`config.mk`:
```
export PLATFORM = sky130hd
export DESIGN_NAME = seq_cfg_sequencer
export DESIGN_NICKNAME = d
export VERILOG_FILES = /design/src/rtl/seq_pkg.sv /design/src/rtl/seq_edge_det.sv /design/src/rtl/seq_store.sv /design/src/rtl/seq_ptr_ctrl.sv /design/src/rtl/seq_cfg_sequencer.sv
export SDC_FILE = /design/constraint.sdc
export NUM_CORES = 1
export LEC_CHECK = 0
export CAP_MARGIN = 10
export CELL_PAD_IN_SITES_DETAIL_PLACEMENT = 2
export CELL_PAD_IN_SITES_GLOBAL_PLACEMENT = 2
export CORE_MARGIN = 3
export CORE_UTILIZATION = 43
export CTS_CLUSTER_DIAMETER = 100
export DETAILED_ROUTE_END_ITERATION = 10
export PLACE_DENSITY_LB_ADDON = 0.1
export SYNTH_ARGS = -nofsm -noshare
export SYNTH_HDL_FRONTEND = slang
export SYNTH_HIERARCHICAL = 1
export SYNTH_SLANG_ARGS = --single-unit
```
`constraint.sdc`:
```
create_clock -name clk_i -period 3.48 [get_ports clk_i]
set_input_delay 0.522 -clock clk_i [delete_from_list [all_inputs] [get_ports clk_i]]
set_output_delay 0.522 -clock clk_i [all_outputs]
set_load 0.02 [all_outputs]
```
`src/rtl/seq_pkg.sv`:
```
package seq_pkg;
  localparam int ADDR_W = 3;
  localparam int CFG_W  = ADDR_W + 3;

  typedef struct packed {
    logic              diff;
    logic [ADDR_W-1:0] addr;
    logic              bip;
    logic              gain;
  } seq_cfg_t;

  typedef enum logic [1:0] {
    MODE_DIRECT = 2'b00,
    MODE_SCAN   = 2'b01,
    MODE_EDIT   = 2'b10,
    MODE_RUN    = 2'b11
  } seq_mode_e;
endpackage

```
`src/rtl/seq_edge_det.sv`:
```
module seq_edge_det #(
  parameter int           W       = 1,
  parameter logic [W-1:0] RST_VAL = '0
) (
  input  logic         clk_i,
  input  logic         rst_ni,
  input  logic [W-1:0] lvl_i,
  output logic [W-1:0] prev_o,
  output logic [W-1:0] rise_o,
  output logic [W-1:0] fall_o
);
  for (genvar b = 0; b < W; b++) begin : g_bit
    logic q;
    always_ff @(posedge clk_i or negedge rst_ni) begin
      if (!rst_ni) q <= RST_VAL[b];
      else         q <= lvl_i[b];
    end
    assign prev_o[b] = q;
    assign rise_o[b] = lvl_i[b] & ~q;
    assign fall_o[b] = ~lvl_i[b] & q;
  end
endmodule

```
`src/rtl/seq_store.sv`:
```
module seq_store
  import seq_pkg::*;
#(
  parameter int DEPTH = 16,
  parameter int PTR_W = $clog2(DEPTH)
) (
  input  logic             clk_i,
  input  logic             rst_ni,
  input  logic             we_i,
  input  logic [PTR_W-1:0] ptr_i,
  input  seq_cfg_t         wdata_i,
  output seq_cfg_t         rdata_o,
  output logic             eos_o,
  output logic [DEPTH-1:0] eos_vec_o
);
  localparam logic [DEPTH-1:0] ONE = {{(DEPTH-1){1'b0}}, 1'b1};

  seq_cfg_t         ent_q [DEPTH];
  logic [DEPTH-1:0] eos_q;

  always_ff @(posedge clk_i or negedge rst_ni) begin
    if (!rst_ni) begin
      for (int e = 0; e < DEPTH; e++) ent_q[e] <= '0;
      eos_q <= '0;
    end else if (we_i) begin
      ent_q[ptr_i] <= wdata_i;
      eos_q        <= ONE << ptr_i;  // newest write is the only marked entry
    end
  end

  assign rdata_o   = ent_q[ptr_i];
  assign eos_o     = eos_q[ptr_i];
  assign eos_vec_o = eos_q;
endmodule

```
`src/rtl/seq_ptr_ctrl.sv`:
```
module seq_ptr_ctrl #(
  parameter int DEPTH = 16,
  parameter int PTR_W = $clog2(DEPTH)
) (
  input  logic             clk_i,
  input  logic             rst_ni,
  input  logic             mode_edge_i,
  input  logic             wr_ev_i,
  input  logic             rd_fall_ev_i,
  input  logic             rd_rise_i,
  input  logic             conv_ev_i,
  input  logic             eos_i,
  output logic [PTR_W-1:0] ptr_o,
  output logic             oe_o,
  output logic             start_o
);
  logic [PTR_W-1:0] ptr_q, ptr_inc;
  logic             oe_q, start_q;

  assign ptr_inc = (ptr_q == PTR_W'(DEPTH-1)) ? '0 : ptr_q + 1'b1;

  always_ff @(posedge clk_i or negedge rst_ni) begin
    if (!rst_ni) begin
      ptr_q   <= '0;
      oe_q    <= 1'b0;
      start_q <= 1'b0;
    end else if (mode_edge_i) begin
      ptr_q   <= '0;
      oe_q    <= 1'b0;
      start_q <= 1'b0;
    end else begin
      start_q <= conv_ev_i;
      // the three advancing events are mutually exclusive by phase
      if (wr_ev_i)                ptr_q <= ptr_inc;
      else if (rd_rise_i && oe_q) ptr_q <= ptr_inc;
      else if (conv_ev_i)         ptr_q <= eos_i ? '0 : ptr_inc;
      if (rd_fall_ev_i)           oe_q <= 1'b1;
      else if (rd_rise_i)         oe_q <= 1'b0;
    end
  end

  assign ptr_o   = ptr_q;
  assign oe_o    = oe_q;
  assign start_o = start_q;
endmodule

```
`src/rtl/seq_cfg_sequencer.sv`:
```
module seq_cfg_sequencer
  import seq_pkg::*;
#(
  parameter int DEPTH = 16
) (
  input  logic             clk_i,
  input  logic             rst_ni,
  input  logic [1:0]       mode_i,
  input  logic             wr_n_i,
  input  logic             rd_n_i,
  input  logic             conv_n_i,
  input  logic [CFG_W-1:0] cfg_i,
  output logic [CFG_W-1:0] cur_cfg_o,
  output logic             start_o,
  output logic [CFG_W-1:0] start_cfg_o,
  output logic [CFG_W:0]   status_o,
  output logic             status_oe_o
);
  localparam int PTR_W = $clog2(DEPTH);

  logic [1:0]       m_prev, m_rise, m_fall;
  logic [2:0]       s_prev, s_rise, s_fall;
  logic             mode_edge, in_edit, in_run;
  logic             wr_ev, rd_fall_ev, conv_ev;
  logic [PTR_W-1:0] ptr;
  logic [DEPTH-1:0] eos_vec;
  logic             eos_here, oe;
  seq_cfg_t         rdata, start_cfg_q;

  seq_edge_det #(.W(2), .RST_VAL(2'b00)) u_mode_edge (
    .clk_i, .rst_ni, .lvl_i(mode_i),
    .prev_o(m_prev), .rise_o(m_rise), .fall_o(m_fall)
  );

  // strobe order: [2] convert, [1] read, [0] write
  seq_edge_det #(.W(3), .RST_VAL(3'b111)) u_strb_edge (
    .clk_i, .rst_ni, .lvl_i({conv_n_i, rd_n_i, wr_n_i}),
    .prev_o(s_prev), .rise_o(s_rise), .fall_o(s_fall)
  );

  assign mode_edge  = |(m_rise | m_fall);
  assign in_edit    = (mode_i == MODE_EDIT);
  assign in_run     = (mode_i == MODE_RUN);
  assign wr_ev      = in_edit & s_rise[0] & rd_n_i & s_prev[1] & ~mode_edge;
  assign rd_fall_ev = in_edit & s_fall[1] & wr_n_i;
  assign conv_ev    = in_run & s_fall[2];

  seq_store #(.DEPTH(DEPTH), .PTR_W(PTR_W)) u_store (
    .clk_i, .rst_ni, .we_i(wr_ev), .ptr_i(ptr), .wdata_i(seq_cfg_t'(cfg_i)),
    .rdata_o(rdata), .eos_o(eos_here), .eos_vec_o(eos_vec)
  );

  seq_ptr_ctrl #(.DEPTH(DEPTH), .PTR_W(PTR_W)) u_ptr (
    .clk_i, .rst_ni, .mode_edge_i(mode_edge), .wr_ev_i(wr_ev),
    .rd_fall_ev_i(rd_fall_ev), .rd_rise_i(s_rise[1]), .conv_ev_i(conv_ev),
    .eos_i(eos_here), .ptr_o(ptr), .oe_o(oe), .start_o(start_o)
  );

  always_ff @(posedge clk_i or negedge rst_ni) begin
    if (!rst_ni)                     start_cfg_q <= '0;
    else if (conv_ev && !mode_edge)  start_cfg_q <= rdata;
  end

  assign start_cfg_o = start_cfg_q;
  assign cur_cfg_o   = in_run ? rdata : '0;
  assign status_oe_o = oe;
  assign status_o    = oe ? {rdata, eos_here} : '0;
endmodule

```
==> reports/results.txt, run 1 <==
Fill cells - 1,242
Core area - 13,450 µm²
Max Cap Viol - 0
Worst EP required - 2960 ps
TritonCTS sink count - 129
Sequential standard cell area - 3233 µm²
ANT nets after route - 0
Placement Setup Slack - -80.12 ps
Max Slew Vio Count - 0
Drt via density - 5.725
Arr. time, crit path - 2910 ps
CTS buffer count - 17
Worst r2r src - u_mode_edge/g_bit[0].q
Status - completed
Critical path peak fanout - 20
Initial antenna violation count - 0
Clk_skew - 7.042 ps
Routed len/inst - 26.33 µm
Mean post-synth cell area - 14.88 µm²
Final setup margin - 44.82 ps
Max Clk Rate - 291.1 MHz
Clock transition at path regs - 60 ps
Most frequent cells in the layout - dfrtp_1, mux2_2, clkdlybuf4s50_1
Area Overhead vs Synth - 22.94%
Share of layout cells above drive strength 1 - 43.67%
R2r setup slk - 540 ps
WL final - 17.12 mm
Port Buf Inserts - 33
Clock Tree Root - clkbuf_16
Unrepaired setup endpoints after global routing - false
Synth warn - 6
Hold WC Path Type - input port to async pin
R2R cell count - 9
Syn_nets - 419
IO Pins - 34
H-tree levels - 4
Peak VDD IR - 0.0003506 V
Largest net degree at the start of global routing - 59
Antenna diodes - 0
Cells after Synth - 405
Max_slew headroom - 46.25%
CTS tree - yes
Initial drt markers - 134
Final Util - 55.07%
Die area - 15,470 µm²
Multi-input logic area - 2658 µm²
Final hold viol count - 0
Power Density - 506.9 nW/µm²
Reg-to-Reg End - u_store/ent_q[74]
Initial core utilization - 44.79%
Final setup violation count - 0
RD Place Congestion - 0.7528
Commonest non-fill, non-tap cell in the layout - dfrtp_1
Total GRT Usage - 23.30%
P_leak - 3.588 nW
Vias in the first global route - 4,403
Final period utilization - 98.71%
Slew @ Worst Pin - 803.8 ps
Crit path launch type - register
Post-DP HPWL - 10.88 mm
Die H - 124.4 µm
# rows - 42
Clock tree buffer depth - 2
Crit Path Category - register to primary output
First-pass GRT wire length - 27.24 mm
1st-pass router iterations - 7
CP Capture Type - primary output
Die X - 124.4 µm
Post-Syn Area - 6026 µm²
Clk_lat worst skew - 410 ps
Remaining routing DRC violations - 0
Final Critical Period - 3435 ps
GRT overflow - 0
Vias - 3,721
Nets - 476
state kept, by name (all words and copies together) (netlist names):
register / count
u_store/eos_vec_o: 16
u_ptr/oe_o: 1
u_strb_edge/g_bit.q: 3
start_cfg_o: 6
u_mode_edge/g_bit.q: 2
u_ptr/ptr_o: 4
u_ptr/start_o: 1
u_store/ent_q: 96
repair_timing:
item / in CTS / in global routing
setup endpoints to repair: 8 / 6
buffers inserted: 2 / 0
resized for setup: 3 / 6
hold buffers: 0 / 0
report_power, final:
group | switching, mW | internal [mW]
Clock | 0.650 | 1.27
Combinational | 0.162 | 0.120
Sequential | 0.0205 | 1.53
area by class of cell:
| type | count | share of cell area [%] |
|---|---|---|
| clock buffers | 22 | 6.536 |
| clock inverters | 9 | 2.077 |
| multi-input cells | 242 | 35.87 |
| flip-flops and latches | 129 | 43.64 |
| repair buffers | 63 | 8.445 |
| well taps | 176 | 2.972 |
| inverters | 9 | 0.4560 |
through the flow:
stage | power [mW] | TNS (ps) | instance area (µm²) | hold slack [ps] | std cells
6_report | 3.755 | 0 | 7408 | 200.5 | 650
5_1_grt | 3.902 | 0 | 7408 | 246.1 | 650
4_1_cts | 3.799 | 0 | 7385 | 218.9 | 650
3_5_place_dp | 1.849 | -950.8 | 6718 | 466.4 | 617
3_3_place_gp | 1.835 | 0 | 6718 | 457.8 | 617
2_1_floorplan | 1.710 | 0 | 6026 | 226.4 | 405
per-layer routing:
metal	vias up	part of all wire, %	GRT usage [%]
li1	1602	-	-
met1	2048	42	29.08
met2	53	53	41.35
met3	18	2.4	4.031
met4	0	1.8	7.157
met5	-	0	0
critical path, stage by stage (launching register included):
cell and delay (ps):
dfrtp_2 460, buf_12 210, mux4_2 570, a22oi_2 240, nand2_1 220, and3_1 240, clkdlybuf4s50_1 530
how the worst max path moves through the flow:
| stage | start | to | depth (start not counted) |
|---|---|---|---|
| final | u_ptr/ptr_o[0] | cur_cfg_o[1] | 6 |
| after global routing | u_ptr/ptr_o[0] | cur_cfg_o[2] | 6 |
| after CTS | u_ptr/ptr_o[0] | cur_cfg_o[3] | 6 |
| after detailed placement | mode_i[1] | u_store/ent_q[77] | 10 |
| after global placement | mode_i[0] | u_store/ent_q[47] | 8 |
| after floorplan | mode_i[0] | u_store/ent_q[42] | 8 |
Power figures use the tool's default switching activity.
==> inputs of run 2 (changes only) <==
--- a/config.mk
+++ b/config.mk
@@ -17,3 +17,4 @@
 export SYNTH_HDL_FRONTEND = slang
 export SYNTH_HIERARCHICAL = 1
 export SYNTH_SLANG_ARGS = --single-unit
+export TNS_END_PERCENT = 50
==> results of run 2 <==
Final layout, timing and power as in run 1 (identical DEF).
